==> src/rtl/jrst_pkg.sv <==
package jrst_pkg;

    typedef enum logic [1:0] {
        TMO_NONE  = 2'b00,
        TMO_SHORT = 2'b01,
        TMO_MID   = 2'b10,
        TMO_LONG  = 2'b11
    } tmo_sel_e;

    // Cycles of post-release stretch: 0 or 2^(step*sel)
    function automatic int unsigned tmo_cycles(input logic [1:0] sel, input int unsigned step);
        if (sel == TMO_NONE) return 0;
        return 32'd1 << (step * int'(sel));
    endfunction

endpackage

==> src/rtl/jrst_shift_bit.sv <==
module jrst_shift_bit (
    input  logic clk,
    input  logic rst,
    input  logic tap_reset,
    input  logic dr_clk_en,
    input  logic shift_dr,
    input  logic sel,
    input  logic tdi,
    output logic q,
    output logic tdo
);
    logic shift_now;
    assign shift_now = dr_clk_en && sel && shift_dr;

    always_ff @(posedge clk) begin
        if (rst || tap_reset) q <= 1'b0;
        else if (shift_now)   q <= tdi;
    end

    assign tdo = sel ? q : 1'b0;

    AST_SHIFT_LOADS_TDI: assert property (@(posedge clk) disable iff (rst)
        (dr_clk_en && sel && shift_dr && !tap_reset) |=> (q == $past(tdi)));
    AST_IDLE_HOLDS: assert property (@(posedge clk) disable iff (rst)
        (!tap_reset && !(dr_clk_en && sel && shift_dr)) |=> $stable(q));
    AST_TLR_CLEARS: assert property (@(posedge clk) disable iff (rst)
        tap_reset |=> !q);
endmodule

==> src/rtl/jrst_combine.sv <==
module jrst_combine #(
    parameter int NSRC = 2
) (
    input  logic            req_bit,
    input  logic            ext_rst_n,
    input  logic [NSRC-1:0] other_rst,
    output logic            active
);
    logic [NSRC+1:0] srcs;
    assign srcs   = {other_rst, ~ext_rst_n, req_bit};
    assign active = |srcs;
endmodule

==> src/rtl/jrst_stretch.sv <==
module jrst_stretch
    import jrst_pkg::*;
#(
    parameter int STEP = 4,
    parameter int CW   = 3 * STEP + 1
) (
    input  logic       clk,
    input  logic       rst,
    input  logic       active,
    input  logic [1:0] tmo_sel,
    output logic       stretched
);
    logic [CW-1:0] cnt;
    logic [CW-1:0] load_val;

    assign load_val = CW'(tmo_cycles(tmo_sel, STEP));

    always_ff @(posedge clk) begin
        if (rst)              cnt <= '0;
        else if (active)      cnt <= load_val;
        else if (cnt != '0)   cnt <= cnt - 1'b1;
    end

    assign stretched = active || (cnt != '0);

    AST_RELOAD_ON_ACTIVE: assert property (@(posedge clk) disable iff (rst)
        active |=> (cnt == CW'(tmo_cycles($past(tmo_sel), STEP))));
    AST_COUNT_DOWN: assert property (@(posedge clk) disable iff (rst)
        (!active && cnt != '0) |=> (cnt == $past(cnt) - 1'b1));
    AST_EMPTY_STAYS: assert property (@(posedge clk) disable iff (rst)
        (!active && cnt == '0) |=> (cnt == '0));
endmodule

==> src/rtl/jtag_reset_tdr.sv <==
module jtag_reset_tdr
    import jrst_pkg::*;
#(
    parameter int NSRC = 2,
    parameter int STEP = 4
) (
    input  logic            clk,
    input  logic            rst,
    input  logic            tap_reset,
    input  logic            dr_clk_en,
    input  logic            shift_dr,
    input  logic            sel_rst_insn,
    input  logic            tdi,
    output logic            tdo,
    input  logic            ext_rst_n,
    input  logic [NSRC-1:0] other_rst,
    input  logic [1:0]      tmo_sel,
    output logic            core_rst,
    output logic            pins_hiz
);
    localparam int CW = 3 * STEP + 1;

    logic req_bit;
    logic any_active;

    jrst_shift_bit u_bit (
        .clk       (clk),
        .rst       (rst),
        .tap_reset (tap_reset),
        .dr_clk_en (dr_clk_en),
        .shift_dr  (shift_dr),
        .sel       (sel_rst_insn),
        .tdi       (tdi),
        .q         (req_bit),
        .tdo       (tdo)
    );

    jrst_combine #(.NSRC(NSRC)) u_comb (
        .req_bit   (req_bit),
        .ext_rst_n (ext_rst_n),
        .other_rst (other_rst),
        .active    (any_active)
    );

    jrst_stretch #(.STEP(STEP), .CW(CW)) u_str (
        .clk       (clk),
        .rst       (rst),
        .active    (any_active),
        .tmo_sel   (tmo_sel),
        .stretched (core_rst)
    );

    assign pins_hiz = core_rst;

    AST_BIT_FORCES_RESET: assert property (@(posedge clk) disable iff (rst)
        req_bit |-> core_rst);
    AST_PIN_FORCES_RESET: assert property (@(posedge clk) disable iff (rst)
        (!ext_rst_n || (|other_rst)) |-> core_rst);
    AST_SHIFT_ONE_RESETS: assert property (@(posedge clk) disable iff (rst)
        (dr_clk_en && sel_rst_insn && shift_dr && tdi && !tap_reset) |=> core_rst);
endmodule

==> config.mk <==
export PLATFORM = sky130hd
export DESIGN_NAME = jtag_reset_tdr
export DESIGN_NICKNAME = d
export VERILOG_FILES = /design/src/rtl/jrst_pkg.sv /design/src/rtl/jrst_shift_bit.sv /design/src/rtl/jrst_combine.sv /design/src/rtl/jrst_stretch.sv /design/src/rtl/jtag_reset_tdr.sv
export SDC_FILE = /design/constraint.sdc
export NUM_CORES = 1
export LEC_CHECK = 0
export BUFFER_PORTS_ARGS = -buffer_cell sky130_fd_sc_hd__buf_2
export CELL_PAD_IN_SITES_DETAIL_PLACEMENT = 1
export CELL_PAD_IN_SITES_GLOBAL_PLACEMENT = 2
export CORE_UTILIZATION = 33
export DETAILED_ROUTE_END_ITERATION = 10
export PLACE_DENSITY = 0.82
export SLEW_MARGIN = 30
export SYNTH_ARGS = -nofsm -noshare
export SYNTH_HDL_FRONTEND = slang
export SYNTH_SLANG_ARGS = --single-unit
==> constraint.sdc <==
create_clock -name clk -period 5.55 [get_ports clk]
set_clock_uncertainty 0.2 [all_clocks]
set_input_delay 0 -clock clk [delete_from_list [all_inputs] [get_ports clk]]
set_output_delay 0 -clock clk [all_outputs]
set_load 0.02 [all_outputs]
==> impl_results.md, run 1 <==
* Peak VDD IR at between 100 and 150 uV
* Antenna-violating nets left at 0
* Area grow syn2layout at 33.9%
* CP Max Fanout at 4
* Layout cells sized above 1 at 0.203
* CP Launch Type: register
* Average cell area after synthesis at about 8.6 um2
* Routed WL at ~2100 um
* Reg power frac at 0.429
* Worst Setup End Kind: register
* Register area share after synthesis at 0.362
* Fillers at 275
* EDFF count, synth at 0
* LEAKAGE at approximately 0.42 nW
* Area of the multi-input gates at 470 um2
* Fin Setup TNS at 0 ns
* Number of global-route vias before repair at between 800 and 900
* Rows at 17
* Ant. Diodes at 0
* Critical path class: reg -> reg
* Place WS at ~3.5 ns
* Worst hold margin at slightly above 0.07 ns
* Max-Cap Viols at 0
* CP most frequent cell: dlygate4sd3_1
* PnR worst setup slack at 2.63 ns
* Clk buf depth at 2
* Initial antenna violation count at 0
* Slowest cell on crit path: or4b_2
* Post-Place Cells at ~130
* PortBufs at 14
* Die ar. at between 0.002 and 0.003 mm2
* Initial DRC Count at 4
* IO Pins at 15
* Fin crit share at 0.526
* Max frequency at 343 MHz
* Final setup vio count at 0
* Finished Cell Area at between 0.001 and 0.0015 mm2
* Worst path required time at ~5.6 ns
* Worst-Skew Late Latency at ~0.29 ns
* Core Util, Final at 0.469
* Worst Hold Path Cells at 5
* Cts bufs inserted at 3
* Final Hold Vio Count at 0
* Initial DRT Pass Iterations at 4
* Htree depth at 1
* Outcome: completed
* Cell Area, Synth at ~770 um2
* Post-Syn Nets at ~100
* Largest net degree at the start of global routing at 9
* Layout Nets at ~130
* Arrival time worst endpoint at 2.95 ns
* Worst reg-to-reg path cell count at 5
* Initial Utilization at 0.350
* Clock root buffer: clkbuf_4
* WL/cell at between 10 and 15 um
* Die Y at approximately 50 um
* Most frequent cells in the layout: 14 x buf_2, 14 x dfxtp_1, 13 x dlygate4sd3_1
* Ys flop type: dfxtp_1
* Power density cells at 241 mW/mm2
* Cell Count, Final, Fillers Out at roughly 150
* Cell count after synthesis at 90
* P_sw at roughly 0.074 mW
* Vias at 770
* DP HPWL at about 1400 um
* Chip Width at approximately 50 um
* Post-synth cell types at 34
* FFs w/ async S/R, synth at 0
* Clock Power Share at 0.302
* RSZ-0062 raised after global routing: false
* Rel. slew slack at 0.534
* Worst path max stage delay at about 0.7 ns
* Comb pwr share at 0.269
* Clk sinks at 14
* Power Total at between 0.2 and 0.3 mW
* Int Pwr at between 0.15 and 0.2 mW
* CP Cell Sequence: or4b_2, dlygate4sd3_1, or3_1, mux2i_1, dlygate4sd3_1
* Core area at roughly 0.0022 mm2
* Yosys reg bits at 14
* Slew Limit Fails at 0
* Worst reg2reg setup slack at between 2 and 3 ns
* Aggregate global routing overflow at 0
* YS warnings at 0
* Sw Ratio at 0.296
* First-pass GRT wire length at about 3600 um
* Number of remaining DRC errors at 0
* Tmin final at between 2 and 3 ns
* Area after DPL at roughly 870 um2
* Total GRT Usage at 0.196
* CTS tree: done
* Worst-path clk slew at 0.09 ns
* GP Congestion at about 0.8
* Via density at ~5.3
* FF/Latch Area at about 280 um2
* Worst slew pin tran at about 0.69 ns
* Hold Path Class: in -> reg
==> synthesized netlist by cell type, types with 4 or more instances <==
master   count  area [um2]
nand2_1      5        18.8
dfxtp_1     14         280
inv_1        4        15.0
nor3_1       4        20.0
or4_1        4        30.0
a21oi_1      8        40.0
==> sequential cells by signal (all words and copies together) (netlist names) <==
| signal | flops |
|---|---|
| u_bit.q | 1 |
| u_str.cnt | 13 |
==> area by class of cell <==
class / count / share of cell area
Multi-Input combinational cell: 69 / 0.454
Sequential cell: 14 / 0.270
Timing Repair Buffer: 27 / 0.193
Clock buffer: 4 / 0.0350
Tap cell: 28 / 0.0338
Inverter: 4 / 0.0145
==> routing by layer <==
layer	part of all wire	GRT usage
met1	0.48	0.233
met2	0.48	0.320
met3	0.023	0.0364
met4	0.017	0.130
met5	0	0
==> logic make-up after synthesis <==
group | count (synthesis) | synth area share
flops | 14 | 0.362
xor+xnor | 3 | 0.0339
mux | 3 | 0.0388
compound gates | 19 | 0.150
simple gates | 42 | 0.344
fa+ha+maj | 2 | 0.0323
buf+inv | 7 | 0.0388
==> power groups by stage <==
stage / Combinational (mW) / Sequential, mW / Clock, mW
after floorplan: 0.0456 / 0.109 / 0
after global placement: 0.0590 / 0.110 / 0
after detailed placement: 0.0598 / 0.110 / 0
after CTS: 0.0669 / 0.107 / 0.0764
after global routing: 0.0747 / 0.108 / 0.0836
final: 0.0672 / 0.107 / 0.0756
==> worst paths after layout <==
| path | startpoint | to |
|---|---|---|
| max | u_bit.q | u_str.cnt[10] |
| min | ext_rst_n | u_str.cnt[3] |
| max reg2reg | u_bit.q | u_str.cnt[10] |
| min reg2reg | u_str.cnt[11] | u_str.cnt[11] |
==> repair_timing <==
action                                 4_1_cts  5_1_grt
hold buffers                                13        0
endpoints found under the hold margin        6        0
buffers inserted                             0        0
resized for setup                            0        0
==> worst max-delay path, delay by kind of cell (launching register included) <==
family                 cells  cell delay, ns
buffers and inverters      2            1.17
DFF                        1            0.35
muxes                      1            0.13
and+or+nand+nor            2            1.02
Power figures use the tool's default switching activity.
==> inputs of run 2 (changes only) <==
--- a/config.mk
+++ b/config.mk
@@ -8,9 +8,9 @@
 export BUFFER_PORTS_ARGS = -buffer_cell sky130_fd_sc_hd__buf_2
 export CELL_PAD_IN_SITES_DETAIL_PLACEMENT = 1
 export CELL_PAD_IN_SITES_GLOBAL_PLACEMENT = 2
-export CORE_UTILIZATION = 33
+export CORE_UTILIZATION = 28
 export DETAILED_ROUTE_END_ITERATION = 10
-export PLACE_DENSITY = 0.82
+export PLACE_DENSITY = 0.74
 export SLEW_MARGIN = 30
 export SYNTH_ARGS = -nofsm -noshare
 export SYNTH_HDL_FRONTEND = slang
==> constraint.sdc (replaced) <==
create_clock -name clk -period 2.5 [get_ports clk]
set_clock_uncertainty 0.2 [all_clocks]
set_input_delay 0 -clock clk [delete_from_list [all_inputs] [get_ports clk]]
set_output_delay 0 -clock clk [all_outputs]
set_load 0.02 [all_outputs]
==> run 2 against run 1 <==
Against the previous run:
- critical path depth unchanged
- final cell count fell by 1.4%
- worst setup slack got worse by 2.5 ns
- register-to-register slack worse by 2.5 ns
- utilization down 8.1 points
- sequential share of layout area rose by 1.4 points
- power up 100%
- maximum frequency grew 24%
- critical endpoint is now u_str.cnt[12]
==> impl_results.md, run 2 (synthesis results as in run 1) <==
* Outcome: completed
* CTS tree: done
* Routed WL at 2050 um
* Final Hold Vio Count at 0
* Worst-Skew Late Latency at 0.28 ns
* Clk sinks at 14
* Worst slew pin tran at 0.649 ns
* Worst path required time at roughly 2.5 ns
* Number of remaining DRC errors at 0
* Initial antenna violation count at 0
* Via density at 5.37
* Vias at around 770
* Clock root buffer: clkbuf_4
* Initial DRC Count at 12
* CP Launch Type: register
* Arrival time worst endpoint at 2.35 ns
* Initial Utilization at 0.304
* Ant. Diodes at 0
* Top reg by flops: u_str.cnt
* GP Congestion at between 0.7 and 0.8
* Power density cells at 515 mW/mm2
* LEAKAGE at roughly 0.40 nW
* Chip Width at about 55 um
* Total GRT Usage at 0.175
* Max frequency at between 400 and 500 MHz
* Hold Path Class: in -> reg
* Most frequent cells in the layout: 14 x buf_2, 14 x dfxtp_1, 9 x dlygate4sd3_1
* IO Pins at 15
* Rows at 18
* Die ar. at slightly below 0.003 mm2
* CP Max Fanout at 4
* WL/cell at 14.2 um
* Number of global-route vias before repair at 777
* Area grow syn2layout at 27.5%
* Aggregate global routing overflow at 0
* Fin crit share at 0.943
* Post-CTS sizing at 0
* Worst-path clk slew at 0.08 ns
* DP HPWL at 1490 um
* Fin Setup TNS at 0 ns
* Largest registers: u_str.cnt (13), u_bit.q (1)
* Largest net degree at the start of global routing at 9
* Max-Cap Viols at 0
* Tmin final at ~2.4 ns
* Htree depth at 1
* Slowest cell on crit path: or4b_2
* Worst hold margin at 0.0376 ns
* Antenna-violating nets left at 0
* Core area at between 0.002 and 0.003 mm2
* Rel. slew slack at 0.563
* Layout Nets at 130
* Final setup vio count at 0
* Fillers at approximately 310
* Power Total at ~0.51 mW
* First-pass GRT wire length at 3630 um
* Worst path max stage delay at around 0.66 ns
* Cts bufs inserted at 3
* CP Cell Sequence: or4b_2, dlygate4sd3_1, nor2_1, nand2_1, o32ai_1
* Setup Buffers After CTS at 0
* Layout cells sized above 1 at 0.202
* Max FFs per register at 13
* Initial DRT Pass Iterations at 4
* PortBufs at 14
* Peak VDD IR at roughly 340 uV
* Critical path class: reg -> reg
* Die Y at between 50 and 60 um
* Slew Limit Fails at 0
* Clk buf depth at 2
* Worst Setup End Kind: register
* RSZ-0062 raised after global routing: false
-- run 2: changes by cell type in the layout (fill, tap and decap cells not counted) --
cell,delta
clkbuf_8,-1
buf_4,+1
nor4b_2,-1
dlygate4sd3_1,-4
nor4b_1,+1
-- run 2: layout make-up --
class,count,area [um2],share of cell area
clock buffer,3,22.5,0.0228
inverter,4,15.0,0.0152
multi-input combinational,69,464,0.470
sequential,14,280,0.284
tap,30,37.5,0.0380
timing repair buffer,24,168,0.170
-- run 2: metrics by stage --
stage	area, um2	util	setup slack (ns)	cells
CTS	987	0.388	0.138	144
detailed placement	875	0.344	0.391	132
finish	987	0.388	0.142	144
global placement	875	0.344	0.446	132
floorplan	774	-	0.520	90
global route	987	0.388	0.0261	144
-- run 2: final timing paths --
path	slack, ns	cells after the start	from	to
max reg2reg	0.14	5	u_bit.q	u_str.cnt[12]
min	0.04	4	other_rst[1]	u_str.cnt[8]
max	0.14	5	u_bit.q	u_str.cnt[12]
min reg2reg	0.29	2	u_str.cnt[10]	u_str.cnt[10]
-- run 2: routing by layer --
layer | GRT usage | wire, um
met4 | 0.0385 | 12
met1 | 0.219 | 961
met3 | 0.0500 | 69
met2 | 0.295 | 1010
met5 | 0 | 0
-- run 2: where the power goes --
group / leakage, nW / total (mW) / internal, mW / switching (mW)
logic: 0.270 / 0.144 / 0.0686 / 0.0754
clock network: 0.0138 / 0.126 / 0.0558 / 0.0701
registers: 0.114 / 0.239 / 0.230 / 0.00850
total: 0.397 / 0.509 / 0.355 / 0.154
-- run 2: repair_timing --
item,in CTS,in global routing
endpoints found under the hold margin,6,0
endpoints found under the setup margin,0,0
hold buffers,9,0
-- run 2: worst max-delay path, delay by kind of cell (launching register included) --
kind	cells	cell delay (ns)
flops	1	0.34
buf+inv	1	0.64
compound gates	1	0.12
simple gates	3	0.98
==> inputs of run 3 (changes only) <==
--- a/config.mk
+++ b/config.mk
@@ -10,7 +10,7 @@
 export CELL_PAD_IN_SITES_GLOBAL_PLACEMENT = 2
 export CORE_UTILIZATION = 28
 export DETAILED_ROUTE_END_ITERATION = 10
-export PLACE_DENSITY = 0.74
+export PLACE_DENSITY_LB_ADDON = 0.3
 export SLEW_MARGIN = 30
 export SYNTH_ARGS = -nofsm -noshare
 export SYNTH_HDL_FRONTEND = slang
==> run 3 against run 2 <==
Against the previous run:
- via count fell by 2.5%
- highest routed layer unchanged
- clock power barely moved
- flip-flop and latch count did not move
- combinational power barely moved
- power rose by 0.60%
- sequential power barely moved
- critical endpoint unchanged
- count of clock-buffer cells in the layout did not move
- die area did not move
- largest cell class unchanged
- global-route usage fell by 1.6 points
- hold slack got worse by 0.021 ns
==> impl_results.md, run 3 (synthesis results as in run 1) <==
* DP HPWL at 1420 um
* CP Max Fanout at 4
* Fin Setup TNS at 0 ns
* Sw Ratio at 0.310
* Worst Setup End Kind: register
* Met1 Usage GRT at 0.193
* CP Cell Sequence: or4b_2, dlygate4sd3_1, nor2_1, nand2_1, o32ai_1
* Worst-Skew Late Latency at between 0.2 and 0.3 ns
* Tmin final at roughly 2.4 ns
* Hold Path Class: in -> reg
* Layout cells sized above 1 at 0.204
* Layout Nets at about 130
* Initial DRT Pass Iterations at 4
* Critical path class: reg -> reg
* Outcome: completed
* Slowest cell on crit path: or4b_2
* Final setup vio count at 0
* Aggregate global routing overflow at 0
* Met3 Track Usage GR at 0.0500
* M2 GR Usage at 0.275
* Via density at between 5 and 6
* LEAKAGE at about 0.39 nW
* GR peak layer: met2
* Cts bufs inserted at 3
* Initial antenna violation count at 0
* Post-CTS sizing at 0
* GP Congestion at between 0.7 and 0.8
* Clock root buffer: clkbuf_4
* Most frequent cells in the layout: 14 x buf_2, 14 x dfxtp_1, 8 x a21oi_1, 8 x dlygate4sd3_1, 5 x nand2_1
* Clock Power Share at 0.252
* Initial Utilization at 0.304
* PortBufs at 14
* Core area at approximately 0.0025 mm2
* Power density cells at 524 mW/mm2
* Total GRT Usage at 0.159
* Comb pwr share at 0.281
* Rel. slew slack at 0.513
* Antenna-violating nets left at 0
* Largest registers: u_str.cnt (13), u_bit.q (1)
* Max frequency at roughly 420 MHz
* WL/cell at 14.1 um
* Reg power frac at 0.467
* Worst-path clk slew at 0.08 ns
* Routed WL at a little over 2000 um
* Clk sinks at 14
* PnR worst setup slack at approximately 0.14 ns
* Worst path required time at 2.49 ns
* Htree depth at 1
* Die Y at between 50 and 60 um
* Initial DRC Count at 5
* Vias at approximately 750
* IO Pins at 15
* First-pass GRT wire length at between 3000 and 4000 um
* Arrival time worst endpoint at around 2.3 ns
* Clk buf depth at 2
* Largest net degree at the start of global routing at 9
* Area grow syn2layout at 26.2%
* P_sw at ~0.16 mW
* Slew Limit Fails at 0
* Max-Cap Viols at 0
* Int Pwr at 0.353 mW
* Hold_buf cts at 8
* Final Hold Vio Count at 0
* CTS tree: done
* Top reg by flops: u_str.cnt
* Worst slew pin tran at 0.724 ns
* Fillers at about 320
* Number of remaining DRC errors at 0
* Number of global-route vias before repair at roughly 750
* Rows at 18
* Peak VDD IR at approximately 300 uV
* Place WS at roughly 0.38 ns
* CP Launch Type: register
* Setup Buffers After CTS at 0
* Max FFs per register at 13
* Ant. Diodes at 0
* Die ar. at around 0.0030 mm2
* RSZ-0062 raised after global routing: false
* Worst path max stage delay at roughly 0.66 ns
* Chip Width at roughly 55 um
* Fin crit share at 0.943
[run 3: cell count changes in the layout (fill, tap and decap cells not counted)]
cell / previous run / this run
dlygate4sd3_1: 9 / 8
[run 3: final cells by class]
class	instances	area, um2	share of cell area
sequential	14	280	0.287
timing repair buffer	23	158	0.161
clock buffer	3	22.5	0.0230
inverter	4	15.0	0.0154
tap	30	37.5	0.0384
multi-input combinational	69	464	0.475
[run 3: routing by layer]
layer	part of all wire	vias up
met5	0	-
met4	0.0075	0
met3	0.034	2
met2	0.46	16
met1	0.50	348
li1	-	388
[run 3: worst max-delay path: cells and delay by family (launching register included)]
kind	cells	cell delay, ns
buf+inv	1	0.62
simple gates	3	0.96
compound gates	1	0.14
flops	1	0.34
[run 3: through the flow]
| stage | utilization | power [mW] | hold slack [ns] | instance area (um2) | instances |
|---|---|---|---|---|---|
| floorplan | - | 0.342 | -0.127 | 774 | 90 |
| global placement | 0.344 | 0.375 | -0.0314 | 875 | 132 |
| detailed placement | 0.344 | 0.378 | -0.0213 | 875 | 132 |
| CTS | 0.384 | 0.517 | 0.0207 | 977 | 143 |
| global route | 0.384 | 0.543 | 0.0379 | 977 | 143 |
| finish | 0.384 | 0.512 | 0.0169 | 977 | 143 |
[run 3: power groups by stage]
stage          Clock (mW)  Sequential (mW)  Combinational (mW)
6_report            0.129            0.239               0.144
5_1_grt             0.145            0.240               0.158
4_1_cts             0.134            0.239               0.144
3_5_place_dp            0            0.244               0.134
3_3_place_gp            0            0.243               0.132
2_1_floorplan           0            0.241               0.101
[run 3: worst paths after layout]
path / start / end / slack (ns) / cells past startpoint
max: u_bit.q / u_str.cnt[12] / 0.14 / 5
min: other_rst[1] / u_str.cnt[4] / 0.02 / 5
max reg2reg: u_bit.q / u_str.cnt[12] / 0.14 / 5
min reg2reg: u_str.cnt[10] / u_str.cnt[10] / 0.30 / 2
